--- src/rtl/sled_pkg.sv ---
`timescale 1ns/1ps
package sled_pkg;
    localparam int ADDR_W = 2;

    localparam logic [ADDR_W-1:0] RA_PATTERN = 2'd0;
    localparam logic [ADDR_W-1:0] RA_DIVSEL  = 2'd1;
    localparam logic [ADDR_W-1:0] RA_DELAY   = 2'd2;
    localparam logic [ADDR_W-1:0] RA_MODE    = 2'd3;

    localparam int MODE_STYLE_BIT = 0;
    localparam int MODE_PWM_BIT   = 1;

    typedef enum logic [1:0] {
        SL_IDLE  = 2'd0,
        SL_SHIFT = 2'd1,
        SL_LATCH = 2'd2
    } sled_phase_e;
endpackage

--- src/rtl/sled_regs.sv ---
`timescale 1ns/1ps
module sled_regs
    import sled_pkg::*;
#(
    parameter int PAT_W    = 17,
    parameter int CODE_W   = 2,
    parameter int DLY_W    = 4,
    parameter int DATA_W   = 32,
    parameter int BUSY_BIT = 31
) (
    input  logic              clk,
    input  logic              rst_n,
    input  logic              wr_en_i,
    input  logic [ADDR_W-1:0] wr_addr_i,
    input  logic [DATA_W-1:0] wr_data_i,
    input  logic [ADDR_W-1:0] rd_addr_i,
    input  logic              busy_i,
    output logic [DATA_W-1:0] rd_data_o,
    output logic [PAT_W-1:0]  pat_o,
    output logic [CODE_W-1:0] code_o,
    output logic [DLY_W-1:0]  dly_o,
    output logic              style_o,
    output logic              pwm_o,
    output logic              start_o
);
    typedef struct packed {
        logic [PAT_W-1:0]  pat;
        logic [CODE_W-1:0] code;
        logic [DLY_W-1:0]  dly;
        logic              style;
        logic              pwm;
    } regs_t;

    localparam regs_t REGS_RST = '{pat: '0, code: '1, dly: '0, style: 1'b0, pwm: 1'b0};

    regs_t d, q;
    logic  accept;

    always_comb begin
        d      = q;
        accept = wr_en_i && !busy_i;
        if (accept) begin
            case (wr_addr_i)
                RA_PATTERN: if (!q.pwm) d.pat = wr_data_i[PAT_W-1:0];
                RA_DIVSEL:  d.code = wr_data_i[CODE_W-1:0];
                RA_DELAY:   d.dly  = wr_data_i[DLY_W-1:0];
                default: begin
                    d.style = wr_data_i[MODE_STYLE_BIT];
                    d.pwm   = wr_data_i[MODE_PWM_BIT];
                end
            endcase
        end
        start_o = accept && (wr_addr_i == RA_PATTERN) && !q.pwm;
    end

    always_ff @(posedge clk or negedge rst_n) begin
        if (!rst_n) q <= REGS_RST;
        else        q <= d;
    end

    always_comb begin
        rd_data_o = '0;
        case (rd_addr_i)
            RA_PATTERN: begin
                rd_data_o[PAT_W-1:0] = q.pat;
                rd_data_o[BUSY_BIT]  = busy_i;
            end
            RA_DIVSEL: rd_data_o[CODE_W-1:0] = q.code;
            RA_DELAY:  rd_data_o[DLY_W-1:0]  = q.dly;
            default: begin
                rd_data_o[MODE_STYLE_BIT] = q.style;
                rd_data_o[MODE_PWM_BIT]   = q.pwm;
            end
        endcase
    end

    assign pat_o   = q.pat;
    assign code_o  = q.code;
    assign dly_o   = q.dly;
    assign style_o = q.style;
    assign pwm_o   = q.pwm;

    // configuration is frozen for the whole transfer
    p_cfg_hold_busy_r3: assert property (@(posedge clk) disable iff (!rst_n)
        busy_i |=> ($stable(q.code) && $stable(q.dly) && $stable(q.style) && $stable(q.pwm)
                    && $stable(q.pat)));
endmodule

--- src/rtl/sled_timer.sv ---
`timescale 1ns/1ps
module sled_timer #(
    parameter int CODE_W    = 2,
    parameter int DLY_W     = 4,
    parameter int BASE_LOG2 = 2
) (
    input  logic              clk,
    input  logic              rst_n,
    input  logic              run_i,
    input  logic [CODE_W-1:0] code_i,
    input  logic [DLY_W-1:0]  dly_i,
    output logic              per_end_o,
    output logic              win_o
);
    localparam int MAX_LOG2 = BASE_LOG2 + (1 << CODE_W) - 1;
    localparam int CW = (((MAX_LOG2 + 1) > (DLY_W + 1)) ? (MAX_LOG2 + 1) : (DLY_W + 1)) + 1;

    logic [CW-1:0] cnt_d, cnt_q;
    logic [CW-1:0] period, half, dly_req, dly_eff, win_end;

    always_comb begin
        period    = CW'(1) << (CW'(BASE_LOG2) + CW'(code_i));
        half      = period >> 1;
        dly_req   = CW'(dly_i) + CW'(1);
        dly_eff   = (dly_req > half) ? half : dly_req;
        win_end   = dly_eff + half;
        per_end_o = run_i && (cnt_q == period - CW'(1));
        win_o     = run_i && (cnt_q >= dly_eff) && (cnt_q < win_end);
        cnt_d     = (!run_i || per_end_o) ? '0 : cnt_q + CW'(1);
    end

    always_ff @(posedge clk or negedge rst_n) begin
        if (!rst_n) cnt_q <= '0;
        else        cnt_q <= cnt_d;
    end

    // the bit counter never leaves the selected period
    p_cnt_in_period_r4: assert property (@(posedge clk) disable iff (!rst_n)
        run_i |-> (cnt_q < period));
endmodule

--- src/rtl/sled_engine.sv ---
`timescale 1ns/1ps
module sled_engine
    import sled_pkg::*;
#(
    parameter int PAT_W = 17
) (
    input  logic             clk,
    input  logic             rst_n,
    input  logic             reg_start_i,
    input  logic [PAT_W-1:0] reg_pat_i,
    input  logic             pwm_mode_i,
    input  logic [PAT_W-1:0] pwm_chan_i,
    input  logic             per_end_i,
    input  logic             win_i,
    input  logic             style_i,
    output logic             busy_o,
    output logic             run_o,
    output logic             sclk_o,
    output logic             sdata_o,
    output logic             latch_o
);
    localparam int IDX_W = $clog2(PAT_W);

    typedef struct packed {
        sled_phase_e      phase;
        logic [PAT_W-1:0] sreg;
        logic [IDX_W-1:0] idx;
        logic [PAT_W-1:0] last;
        logic [PAT_W-1:0] smp;
    } eng_t;

    eng_t d, q;
    logic pwm_start;
    logic latch_act;

    always_comb begin
        d         = q;
        d.smp     = pwm_chan_i;
        pwm_start = pwm_mode_i && (q.phase == SL_IDLE) && (|q.smp) && (q.smp != q.last);
        case (q.phase)
            SL_IDLE: begin
                if (reg_start_i) begin
                    d.phase = SL_SHIFT;
                    d.sreg  = reg_pat_i;
                    d.last  = reg_pat_i;
                    d.idx   = IDX_W'(PAT_W - 1);
                end else if (pwm_start) begin
                    d.phase = SL_SHIFT;
                    d.sreg  = q.smp;
                    d.last  = q.smp;
                    d.idx   = IDX_W'(PAT_W - 1);
                end
            end
            SL_SHIFT: begin
                if (per_end_i) begin
                    if (q.idx == '0) begin
                        d.phase = SL_LATCH;
                    end else begin
                        d.sreg = {q.sreg[PAT_W-2:0], 1'b0};
                        d.idx  = q.idx - IDX_W'(1);
                    end
                end
            end
            SL_LATCH: begin
                if (per_end_i) d.phase = SL_IDLE;
            end
            default: d.phase = SL_IDLE;
        endcase
    end

    always_ff @(posedge clk or negedge rst_n) begin
        if (!rst_n) q <= '0;
        else        q <= d;
    end

    always_comb begin
        busy_o    = (q.phase != SL_IDLE);
        run_o     = busy_o;
        sclk_o    = (q.phase == SL_SHIFT) && win_i;
        sdata_o   = (q.phase == SL_SHIFT) && q.sreg[PAT_W-1];
        latch_act = (q.phase == SL_LATCH) && win_i;
        latch_o   = latch_act ^ style_i;
    end

    // the register file only launches a transfer while the engine is idle
    p_reg_start_idle_r3: assert property (@(posedge clk) disable iff (!rst_n)
        reg_start_i |-> !busy_o);

    // a launch makes the block busy with the pattern MSB on the data line
    p_start_loads_r2: assert property (@(posedge clk) disable iff (!rst_n)
        reg_start_i |=> (busy_o && (sdata_o == $past(reg_pat_i[PAT_W-1]))));

    // busy only ends out of the latch phase
    p_busy_end_r6: assert property (@(posedge clk) disable iff (!rst_n)
        $fell(busy_o) |-> ($past(q.phase) == SL_LATCH));

    // a change-triggered launch never carries an all-zero word
    p_pwm_nonzero_r9: assert property (@(posedge clk) disable iff (!rst_n)
        (pwm_start && !reg_start_i) |=> (q.sreg != '0));
endmodule

--- src/rtl/serial_led_shifter.sv ---
`timescale 1ns/1ps
module serial_led_shifter
    import sled_pkg::*;
#(
    parameter int PAT_W     = 17,
    parameter int CODE_W    = 2,
    parameter int DLY_W     = 4,
    parameter int BASE_LOG2 = 2,
    parameter int DATA_W    = 32,
    parameter int BUSY_BIT  = 31
) (
    input  logic              clk,
    input  logic              rst_n,
    input  logic              wr_en,
    input  logic [ADDR_W-1:0] wr_addr,
    input  logic [DATA_W-1:0] wr_data,
    input  logic [ADDR_W-1:0] rd_addr,
    output logic [DATA_W-1:0] rd_data,
    input  logic [PAT_W-1:0]  pwm_chan,
    output logic              sclk,
    output logic              sdata,
    output logic              latch
);
    logic [PAT_W-1:0]  pat;
    logic [CODE_W-1:0] code;
    logic [DLY_W-1:0]  dly;
    logic              style, pwm_mode, reg_start;
    logic              busy, run, per_end, win;

    sled_regs #(
        .PAT_W(PAT_W), .CODE_W(CODE_W), .DLY_W(DLY_W),
        .DATA_W(DATA_W), .BUSY_BIT(BUSY_BIT)
    ) i_regs (
        .clk(clk), .rst_n(rst_n),
        .wr_en_i(wr_en), .wr_addr_i(wr_addr), .wr_data_i(wr_data),
        .rd_addr_i(rd_addr), .busy_i(busy), .rd_data_o(rd_data),
        .pat_o(pat), .code_o(code), .dly_o(dly),
        .style_o(style), .pwm_o(pwm_mode), .start_o(reg_start)
    );

    sled_timer #(
        .CODE_W(CODE_W), .DLY_W(DLY_W), .BASE_LOG2(BASE_LOG2)
    ) i_timer (
        .clk(clk), .rst_n(rst_n), .run_i(run),
        .code_i(code), .dly_i(dly),
        .per_end_o(per_end), .win_o(win)
    );

    sled_engine #(
        .PAT_W(PAT_W)
    ) i_engine (
        .clk(clk), .rst_n(rst_n),
        .reg_start_i(reg_start), .reg_pat_i(wr_data[PAT_W-1:0]),
        .pwm_mode_i(pwm_mode), .pwm_chan_i(pwm_chan),
        .per_end_i(per_end), .win_i(win), .style_i(style),
        .busy_o(busy), .run_o(run),
        .sclk_o(sclk), .sdata_o(sdata), .latch_o(latch)
    );
endmodule

--- config.mk ---
export PLATFORM = sky130hd
export DESIGN_NAME = serial_led_shifter
export DESIGN_NICKNAME = d
export VERILOG_FILES = /design/src/rtl/sled_pkg.sv /design/src/rtl/sled_regs.sv /design/src/rtl/sled_timer.sv /design/src/rtl/sled_engine.sv /design/src/rtl/serial_led_shifter.sv
export SDC_FILE = /design/constraint.sdc
export NUM_CORES = 1
export LEC_CHECK = 0
export BUFFER_PORTS_ARGS = -buffer_cell sky130_fd_sc_hd__clkbuf_2
export CORE_MARGIN = 4
export CORE_UTILIZATION = 55
export CTS_CLUSTER_DIAMETER = 60
export DETAILED_ROUTE_END_ITERATION = 6
export PLACE_DENSITY = 0.79
export REMOVE_ABC_BUFFERS = 1
export SYNTH_ARGS = -nofsm -noshare
export SYNTH_HDL_FRONTEND = slang
export SYNTH_SLANG_ARGS = --single-unit
--- constraint.sdc ---
create_clock -name clk -period 6.6 [get_ports clk]
set_input_delay 0.99 -clock clk [delete_from_list [all_inputs] [get_ports clk]]
set_output_delay 0.99 -clock clk [all_outputs]
set_load 0.01 [all_outputs]
==> flow_summary.toml <==
[synth]
synth_fa_ha_area_frac = 0.0620
synth_top_family_by_area = "simple AND/OR/NAND/NOR gates"
synth_cells = 489
synthFlopType = "dfrtp_1"
synth_compound_gate_area_share = 0.0812
syn_avg_cell_area_um2 = 10.1
syn_area_um2 = 4960
synthXorXnorAreaFrac = 0.0547
synth-edff-count = 0
synth_seq_area_share = 0.454
yosys_register_bits = 90
synth_mux_area_frac = 0.124
yosys.area_share.simple = 0.174
ys_warn_count = 0
ys_types = 50
ys_async_sr_fraction = 1.00

[clocking]
holdBufCountCts = 0
clockBufferDepth = 2
clkTransAtPathRegs_ps = 90
clk_latency_ps = 350
cts_resized = 0
cts_tree = "built"
cts_num_sinks = 90
cts_buffers = 9
clockRootBuffer = "clkbuf_8"
post_cts_buffers = 0
htree_levels = 3

[grt]
grt_pass1_wl_mm = 17.6
grt_pass1_vias = 3720
grt_usage = 0.210
grt_max_degree = 91
antenna_found_initial = 0
overflow = 0

[placement]
port_buffers = 61
routabilityCongestion = 0.892
place_ws_ps = 928
hpwlAfterDp_mm = 7.64

[timing]
fin_setup_tns_ps = 0
skew_ps = 11.6
fmax_ghz = 0.165
period_share = 0.918
worstMarginPinSlew_ps = 1110
max_slew_margin = 0.258
hold_viol_final = 0
fin_crit_ps = 6060
grt_setup_unrepaired = "no"
holdWs_ps = 474
setup_ws_ps = 544
drv_slew = 0
setup_viol = 0

[die]
rows = 34
die_height_um = 103
num_io_pins = 91
die_w_um = 103
core_area_um2 = 8760
dieArea_um2 = 10600
initial_utilization = 0.566

[worst_setup_path]
cp-start-kind = "register"
crit_arrival_ps = 5070
crit_end = "latch"
timing.rr.end = "i_engine.q[33]$_DFFE_PN0P_"
r2r_cells = 6
endpoint_kind = "primary output"
worstSetupPathType = "register to primary output"
r2r_start = "i_engine.q[10]$_DFF_PN0_"
crit_start = "i_regs.dly_o[0]$_DFFE_PN0P_"
cp.required_ps = 5610
critPathMaxFanout = 7
r2r_slack_ps = 3810

[final_layout]
finish.net_count = 628
utilization = 0.626
antennaDiodeCount = 0
fill_cells = 710
drive_above_1_share = 0.244
layout_common_cells = "nand2_1, dfrtp_1, clkbuf_2"
area_delta_synth_final_pct = 10.5
final_common_cell = "nand2_1"

[route]
drt_iter0_drc = 158
drc = 0
num_vias = 3649
post_drt_wl_per_cell_um = 15.8
routed_wl_mm = 10.4
drt-pass1-iter-count = 4
viasPerCell = 5.52
antenna_left = 0

[min_path]
hold_path_class = "register to register"

[power]
p_leak_nw = 2.88
irDropWorstVdd_uv = 148
p_per_area_nw_per_um2 = 176

[flow_run]
maxCapViolations = 0

[status]
status = "finished, final reports clean"
-- final cells by class --
type                       count  area (um^2)  area share
inverter                      13         48.8     0.00890
timing repair buffer          64          330      0.0603
tap                          108          135      0.0247
clock buffer                  11          151      0.0276
sequential                    90         2250       0.411
multi-input combinational    370         2520       0.461
clock inverter                 5         36.3     0.00662
-- cells by family after synthesis --
family	Yosys count
AO/OA/AOI/OAI	55
XOR/XNOR	31
multiplexers	51
other	2
AND/OR/NAND/NOR	192
buffers and inverters	44
flip-flops	90
adder cells (fa/ha/maj)	24
-- stage by stage --
stage                     instances  power (mW)  cell area, um^2
final                           661       0.966             5480
after global routing            661        1.01             5480
after floorplan                 473       0.591             4830
after CTS                       661       0.975             5480
after detailed placement        645       0.622             5290
after global placement          645       0.621             5290
-- routing by layer --
metal / up-vias / wire, um / share of wire / global-route usage
li1: 1754 / - / - / -
met1: 1772 / 4580 / 0.44 / 0.287
met2: 110 / 5170 / 0.50 / 0.353
met3: 13 / 551 / 0.053 / 0.0332
met4: 0 / 126 / 0.012 / 0.0518
met5: - / 0 / 0 / 0
-- Yosys cell counts, types with 2 or more instances --
cell       instances  area share
nor2_2             2      0.0025
xor2_1             8       0.014
a21o_1             8       0.012
nor4_1             6      0.0076
buf_4             14       0.021
o2bb2ai_1          2      0.0035
a2111oi_0          3      0.0053
dfrtp_1           88        0.44
nor2_1            35       0.026
a21oi_1            9      0.0091
or2_2              2      0.0025
mux4_2             2      0.0091
a32o_1             2      0.0040
nand3_1            9      0.0091
dfstp_2            2       0.011
and2_1            15       0.019
mux2i_1            6       0.012
nor2b_1            3      0.0038
clkbuf_1          13      0.0098
and3_1             5      0.0063
nand2b_1           6      0.0076
nand4_1            5      0.0063
ha_1              23       0.058
nor3_1             6      0.0061
conb_1             2      0.0015
mux2_4             7       0.021
a31oi_1           16       0.020
o21ai_0            5      0.0050
nand2_1           95       0.072
xnor2_1           23       0.041
inv_1             13      0.0098
mux2_2            36       0.082
-- worst min path at each step --
| stage | cells past startpoint | endpoint | startpoint | slack, ps |
|---|---|---|---|---|
| floorplan | 2 | i_regs.pat_o[10]$_DFFE_PN0P_ | i_regs.pat_o[10]$_DFFE_PN0P_ | 440 |
| global placement | 2 | i_regs.pat_o[10]$_DFFE_PN0P_ | i_regs.pat_o[10]$_DFFE_PN0P_ | 450 |
| detailed placement | 2 | i_regs.pat_o[16]$_DFFE_PN0P_ | i_regs.pat_o[16]$_DFFE_PN0P_ | 460 |
| CTS | 2 | i_regs.pat_o[16]$_DFFE_PN0P_ | i_regs.pat_o[16]$_DFFE_PN0P_ | 480 |
| global route | 2 | i_regs.pat_o[5]$_DFFE_PN0P_ | i_regs.pat_o[5]$_DFFE_PN0P_ | 500 |
| finish | 2 | i_regs.pat_o[16]$_DFFE_PN0P_ | i_regs.pat_o[16]$_DFFE_PN0P_ | 470 |
-- worst max-delay path: stages, from the launching register on --
cell and delay [ps]:
dfrtp_1 470, ha_1 260, and3_1 220, ha_1 330
and3_1 200, nand3_1 110, a32o_1 140, a22o_1 330
mux2_2 390, ha_1 180, a21o_1 140, a21oi_1 220
o21bai_1 110, a21oi_1 170, ha_1 260, a21o_1 160
a21o_1 180, a2111oi_0 460, xor2_1 240, clkbuf_2 170
-- flip-flops by register name (all words and copies together), names as in the netlist --
signal	flops
i_regs.pwm_o	1
i_regs.style_o	1
i_engine.q	58
i_regs.pat_o	17
i_regs.dly_o	4
i_regs.code_o	2
i_timer.cnt_q	7
-- where the power goes --
group	leakage (nW)	internal, mW	total [mW]	switching [mW]
sequential	1.18	0.556	0.562	0.00606
combinational	1.60	0.0178	0.0488	0.0309
clock	0.100	0.160	0.355	0.195
No activity file was read; power rests on OpenSTA's default activity.
